--- config.mk ---
export PLATFORM = sky130hd
export DESIGN_NAME = pport_ctl
export DESIGN_NICKNAME = d
export VERILOG_FILES = /design/src/rtl/pport_ctl_pkg.sv /design/src/rtl/pport_ack_sync.sv /design/src/rtl/pport_ctl_store.sv /design/src/rtl/pport_dir_sel.sv /design/src/rtl/pport_irq_latch.sv /design/src/rtl/pport_ctl.sv
export SDC_FILE = /design/constraint.sdc
export NUM_CORES = 1
export LEC_CHECK = 0
export BUFFER_PORTS_ARGS = -buffer_cell sky130_fd_sc_hd__clkbuf_2
export CAP_MARGIN = 20
export CORE_MARGIN = 2
export CORE_UTILIZATION = 39
export CTS_BUF_LIST = sky130_fd_sc_hd__clkbuf_8
export CTS_CLUSTER_SIZE = 16
export DETAILED_ROUTE_END_ITERATION = 12
export PLACE_DENSITY = 0.7
export SLEW_MARGIN = 20
export SYNTH_ARGS = -nofsm -noshare
export SYNTH_HDL_FRONTEND = slang
export SYNTH_HIERARCHICAL = 1
export SYNTH_SLANG_ARGS = --single-unit
--- constraint.sdc ---
create_clock -name clk -period 1.1 [get_ports clk]
set_clock_uncertainty 0.05 [all_clocks]
set_input_delay 0.22 -clock clk [delete_from_list [all_inputs] [get_ports clk]]
set_output_delay 0.22 -clock clk [all_outputs]
set_load 0.1 [all_outputs]
--- src/rtl/pport_ctl_pkg.sv ---
package pport_ctl_pkg;
  localparam int DATA_W      = 8;
  localparam int MODE_W      = 3;
  localparam int STORE_W     = 6;
  localparam int POS_SEL     = 3;
  localparam int POS_IRQ_EN  = 4;
  localparam int POS_DIR     = 5;
  localparam logic [MODE_W-1:0] MODE_COMPAT = 3'b000;
  localparam logic [MODE_W-1:0] MODE_FWD_FIFO = 3'b010;
endpackage

--- src/rtl/pport_ack_sync.sv ---
module pport_ack_sync #(
  parameter int STAGES = 2
) (
  input  logic clk,
  input  logic rst,
  input  logic pin,
  output logic rise
);
  logic [STAGES-1:0] sq;
  logic              prev_q;

  genvar i;
  generate
    for (i = 0; i < STAGES; i++) begin : g_stage
      if (i == 0) begin : g_first
        always_ff @(posedge clk) begin
          if (rst) sq[0] <= 1'b1;
          else     sq[0] <= pin;
        end
      end else begin : g_next
        always_ff @(posedge clk) begin
          if (rst) sq[i] <= 1'b1;
          else     sq[i] <= sq[i-1];
        end
      end
    end
  endgenerate

  always_ff @(posedge clk) begin
    if (rst) prev_q <= 1'b1;
    else     prev_q <= sq[STAGES-1];
  end

  assign rise = sq[STAGES-1] & ~prev_q;
endmodule

--- src/rtl/pport_ctl_store.sv ---
module pport_ctl_store
  import pport_ctl_pkg::*;
(
  input  logic               clk,
  input  logic               rst,
  input  logic               wr_en,
  input  logic [DATA_W-1:0]  wr_data,
  input  logic               rd_en,
  output logic [STORE_W-1:0] ctl_q,
  output logic [DATA_W-1:0]  rd_data,
  output logic               slct_in_n
);
  localparam int PAD_W = DATA_W - STORE_W;

  always_ff @(posedge clk) begin
    if (rst) begin
      ctl_q     <= '0;
      slct_in_n <= 1'b1;
    end else if (wr_en) begin
      ctl_q     <= wr_data[STORE_W-1:0];
      slct_in_n <= ~wr_data[POS_SEL];
    end
  end

  always_ff @(posedge clk) begin
    if (rst)        rd_data <= '0;
    else if (rd_en) rd_data <= {{PAD_W{1'b0}}, ctl_q};
  end

  assert_sel_pin_R2: assert property (@(posedge clk) disable iff (rst)
    wr_en |=> (slct_in_n == ~$past(wr_data[POS_SEL])));
  assert_rsvd_zero_R3: assert property (@(posedge clk) disable iff (rst)
    rd_en |=> (rd_data[DATA_W-1:STORE_W] == '0));
  assert_readback_R4: assert property (@(posedge clk) disable iff (rst)
    (wr_en ##1 rd_en && !wr_en) |=> (rd_data[STORE_W-1:0] == $past(wr_data[STORE_W-1:0], 2)));
endmodule

--- src/rtl/pport_dir_sel.sv ---
module pport_dir_sel
  import pport_ctl_pkg::*;
(
  input  logic              clk,
  input  logic              rst,
  input  logic [MODE_W-1:0] mode,
  input  logic              dir_bit,
  output logic              dir_in
);
  logic forced_out;

  assign forced_out = (mode == MODE_COMPAT) || (mode == MODE_FWD_FIFO);

  always_ff @(posedge clk) begin
    if (rst) dir_in <= 1'b0;
    else     dir_in <= dir_bit & ~forced_out;
  end

  assert_forced_out_R5: assert property (@(posedge clk) disable iff (rst)
    ((mode == 3'b000) || (mode == 3'b010)) |=> !dir_in);
  assert_dir_follow_R6: assert property (@(posedge clk) disable iff (rst)
    ((mode != 3'b000) && (mode != 3'b010)) |=> (dir_in == $past(dir_bit)));
endmodule

--- src/rtl/pport_irq_latch.sv ---
module pport_irq_latch (
  input  logic clk,
  input  logic rst,
  input  logic edge_seen,
  input  logic enable,
  input  logic clear,
  output logic irq
);
  always_ff @(posedge clk) begin
    if (rst)                    irq <= 1'b0;
    else if (edge_seen && enable) irq <= 1'b1;
    else if (clear)             irq <= 1'b0;
  end

  assert_irq_gate_R8: assert property (@(posedge clk) disable iff (rst)
    $rose(irq) |-> $past(enable));
  assert_irq_hold_R9: assert property (@(posedge clk) disable iff (rst)
    (irq && !clear) |=> irq);
endmodule

--- src/rtl/pport_ctl.sv ---
module pport_ctl
  import pport_ctl_pkg::*;
#(
  parameter int SYNC_STAGES = 2
) (
  input  logic              clk,
  input  logic              rst,
  input  logic              wr_en,
  input  logic [DATA_W-1:0] wr_data,
  input  logic              rd_en,
  output logic [DATA_W-1:0] rd_data,
  input  logic [MODE_W-1:0] port_mode,
  input  logic              ack_n_pin,
  output logic              slct_in_n,
  output logic              dir_in,
  output logic              irq
);
  logic [STORE_W-1:0] ctl_q;
  logic               ack_rise;

  pport_ctl_store u_store (
    .clk(clk), .rst(rst), .wr_en(wr_en), .wr_data(wr_data), .rd_en(rd_en),
    .ctl_q(ctl_q), .rd_data(rd_data), .slct_in_n(slct_in_n)
  );

  pport_dir_sel u_dir (
    .clk(clk), .rst(rst), .mode(port_mode), .dir_bit(ctl_q[POS_DIR]), .dir_in(dir_in)
  );

  pport_ack_sync #(.STAGES(SYNC_STAGES)) u_sync (
    .clk(clk), .rst(rst), .pin(ack_n_pin), .rise(ack_rise)
  );

  pport_irq_latch u_irq (
    .clk(clk), .rst(rst), .edge_seen(ack_rise), .enable(ctl_q[POS_IRQ_EN]),
    .clear(rd_en), .irq(irq)
  );

  assert_reset_R1: assert property (@(posedge clk)
    rst |=> (!irq && slct_in_n && !dir_in && rd_data == '0));
endmodule

==> flow_metrics.tcl <==
set metrics [dict create \
    status "finished clean" \
    num_antenna_cells 0 \
    fin_nets 99 \
    drc 0 \
    timing.rr.start "u_store/slct_in_n" \
    dp.final_hpwl_um 822 \
    maxCapViolations 0 \
    drt-initial-drc-count 8 \
    muxShareOfSynthArea_pct 17.2 \
    reg2regPathDepth 2 \
    yosysUniqueCellTypes 15 \
    synth_seq_area_share_pct 56.3 \
    synth-compound-area-share_pct 3.32 \
    stdcell_count 98 \
    cts_max_path_buffers 2 \
    rsz0062_at_grt "no" \
    synth_xor_area_share_pct 0 \
    numCtsBuffers 3 \
    fin_area_um2 955 \
    cts_tree "yes" \
    hold_path_end "u_sync/sq[0]" \
    postRouteAntennaNets 0 \
    syn_area_um2 641 \
    cp_max_fo 2 \
    antenna_found_initial 0 \
    grtUsageTotal_pct 14.1 \
    routedWlPerCell_um 11.9 \
    rows 14 \
    htree_levels 1 \
    yosys.area_share.simple_pct 17.0 \
    area_delta_synth_final_pct 49.0 \
    ys_warn_count 6 \
    place_inst 94 \
    synth_top_family_by_area "multiplexers" \
    ctsResizeCount 0 \
    min_period_over_period_pct 96.3 \
    cp-start-kind "flop" \
    setup-violations-final 0 \
    holdWs_ns 0.104 \
    grt_pass1_wl_um 1930 \
    fmax_ghz 0.944 \
    grt-ovfl-total 0 \
    clkSinkCount 18 \
    drtPass1Iterations 4 \
    r2r_setup_slack_ns 0.24 \
    drv_slew 0 \
    fin_tns_setup_ns 0 \
    min_period_ns 1.06 \
    cts_root_buf "clkbuf_8" \
    avgSynthCellArea_um2 10.7 \
    layout-drive-gt1-share_pct 45.1 \
    placed_area_um2 900 \
    cp_top_family "flip-flops" \
    powerDensity_mw_per_mm2 1550 \
    core_mm2 0.00152 \
    ys_ff_latch 18 \
    initial_utilization_pct 42.0 \
    reg2reg_to "u_store/slct_in_n" \
    ir_drop_uv 983 \
    grt_pass1_vias 434 \
    required_ns 0.83 \
    setup.worst_path.end_class "output port" \
    hp-start "ack_n_pin" \
    crit_chain "buf_12" \
    die_w_um 44.5 \
    synth_cells 60 \
    slowest_delay_ns 0.36 \
    vias_per_cell 4.58 \
    synth_fa_ha_area_share_pct 0 \
    dieArea_mm2 0.00198 \
    leakagePower_nw 0.428 \
    critPathKind "reg2out" \
    clock_latency_ns 0.25 \
    cts_hold_buf 0 \
    hold_violations 0 \
    vias 449 \
    portBuffers 21 \
    die_height_um 44.5 \
    gp_congestion 0.621 \
    routed_wl_um 1170 \
    grt_max_degree 19 \
    cpMaxStageDelayCell "dfxtp_2" \
    pin_count 27 \
    cp.arrival_ns 0.79 \
    path_clk_slew_ns 0.07 \
    postCtsSetupBuffers 0 \
    path_buf_inv 1 \
    hold_path.class "in2reg" \
    whs_path_depth 2 \
]
-- cells by family (layout without fill, tap and decap cells) --
kind of cell / count (synthesis) / in the layout
AOI/OAI and AO/OA: 3 / 3
other: 1 / 2
muxes: 11 / 11
buffers and inverters: 5 / 26
DFF: 18 / 18
and+or+nand+nor: 22 / 22
-- cells in the mapped netlist --
cell type	instances	area (um^2)
nor2_1	12	45.0
nor2b_1	1	6.26
buf_2	2	10.0
mux2i_1	11	110
dfxtp_1	18	360
or2_1	4	25.0
a21oi_2	1	8.76
nand2_1	2	7.51
nand2b_1	2	12.5
a21o_1	1	7.51
conb_1	1	3.75
buf_4	2	15.0
a21oi_1	1	5.00
nor3b_2	1	12.5
buf_6	1	11.3
-- worst max-delay path by stage --
stage                         to               start  depth (start not counted)  slack (ns)
3_3_place_gp   u_store/slct_in_n               wr_en                          3        0.17
6_report              rd_data[5]  u_store/rd_data[5]                          1        0.04
3_5_place_dp   u_store/slct_in_n               wr_en                          3        0.15
4_1_cts               rd_data[5]  u_store/rd_data[5]                          1        0.03
2_1_floorplan  u_store/slct_in_n   u_store/slct_in_n                          2        0.03
5_1_grt               rd_data[4]  u_store/rd_data[4]                          1        0.01
-- area by class of cell --
class | count | area (um^2)
repair buffers | 22 | 260
flip-flops and latches | 18 | 372
well taps | 16 | 20.0
fillers | 118 | 569
clock buffers | 4 | 55.1
multi-input cells | 38 | 248
-- registers in the layout, summed over array words and instances (netlist names) --
signal	cells
u_dir/dir_in	1
u_irq/irq	1
u_store/ctl_q	6
u_store/rd_data	6
u_store/slct_in_n	1
u_sync/prev_q	1
u_sync/sq	2
-- layout by cell type, fill, tap and decap left out, types with 4 or more instances in the layout --
| cell | instances |
|---|---|
| clkbuf_2 | 12 |
| mux2i_1 | 11 |
| dfxtp_2 | 9 |
| clkbuf_8 | 4 |
| buf_12 | 10 |
| or2_1 | 4 |
| nor2_1 | 12 |
| dfxtp_1 | 9 |
-- through the flow --
step / power [W] / utilization (%) / worst slack [ns]
CTS: 0.00149 / 62.6 / 0.0335
detailed placement: 0.000964 / 59.0 / 0.149
global route: 0.00154 / 62.6 / 0.0131
global placement: 0.000960 / 59.0 / 0.173
finish: 0.00148 / 62.6 / 0.0412
floorplan: 0.000881 / - / 0.0332
-- per-layer routing --
metal  track usage (%)  wire (um)  vias to the layer above  share of wire (%)
met1              16.9        518                      200                 44
met4              10.9          9                        0               0.77
li1                  -          -                      232                  -
met5                 0          0                        -                  0
met2              20.6        580                       15                 50
met3              4.49         62                        2                5.3
-- where the power goes --
part           internal (W)  switching (W)  total [W]
combinational     0.0000912       0.000156   0.000247
clock              0.000318       0.000213   0.000531
sequential         0.000682      0.0000191   0.000702
total               0.00109       0.000388    0.00148
(Power assumes the default switching activity.)
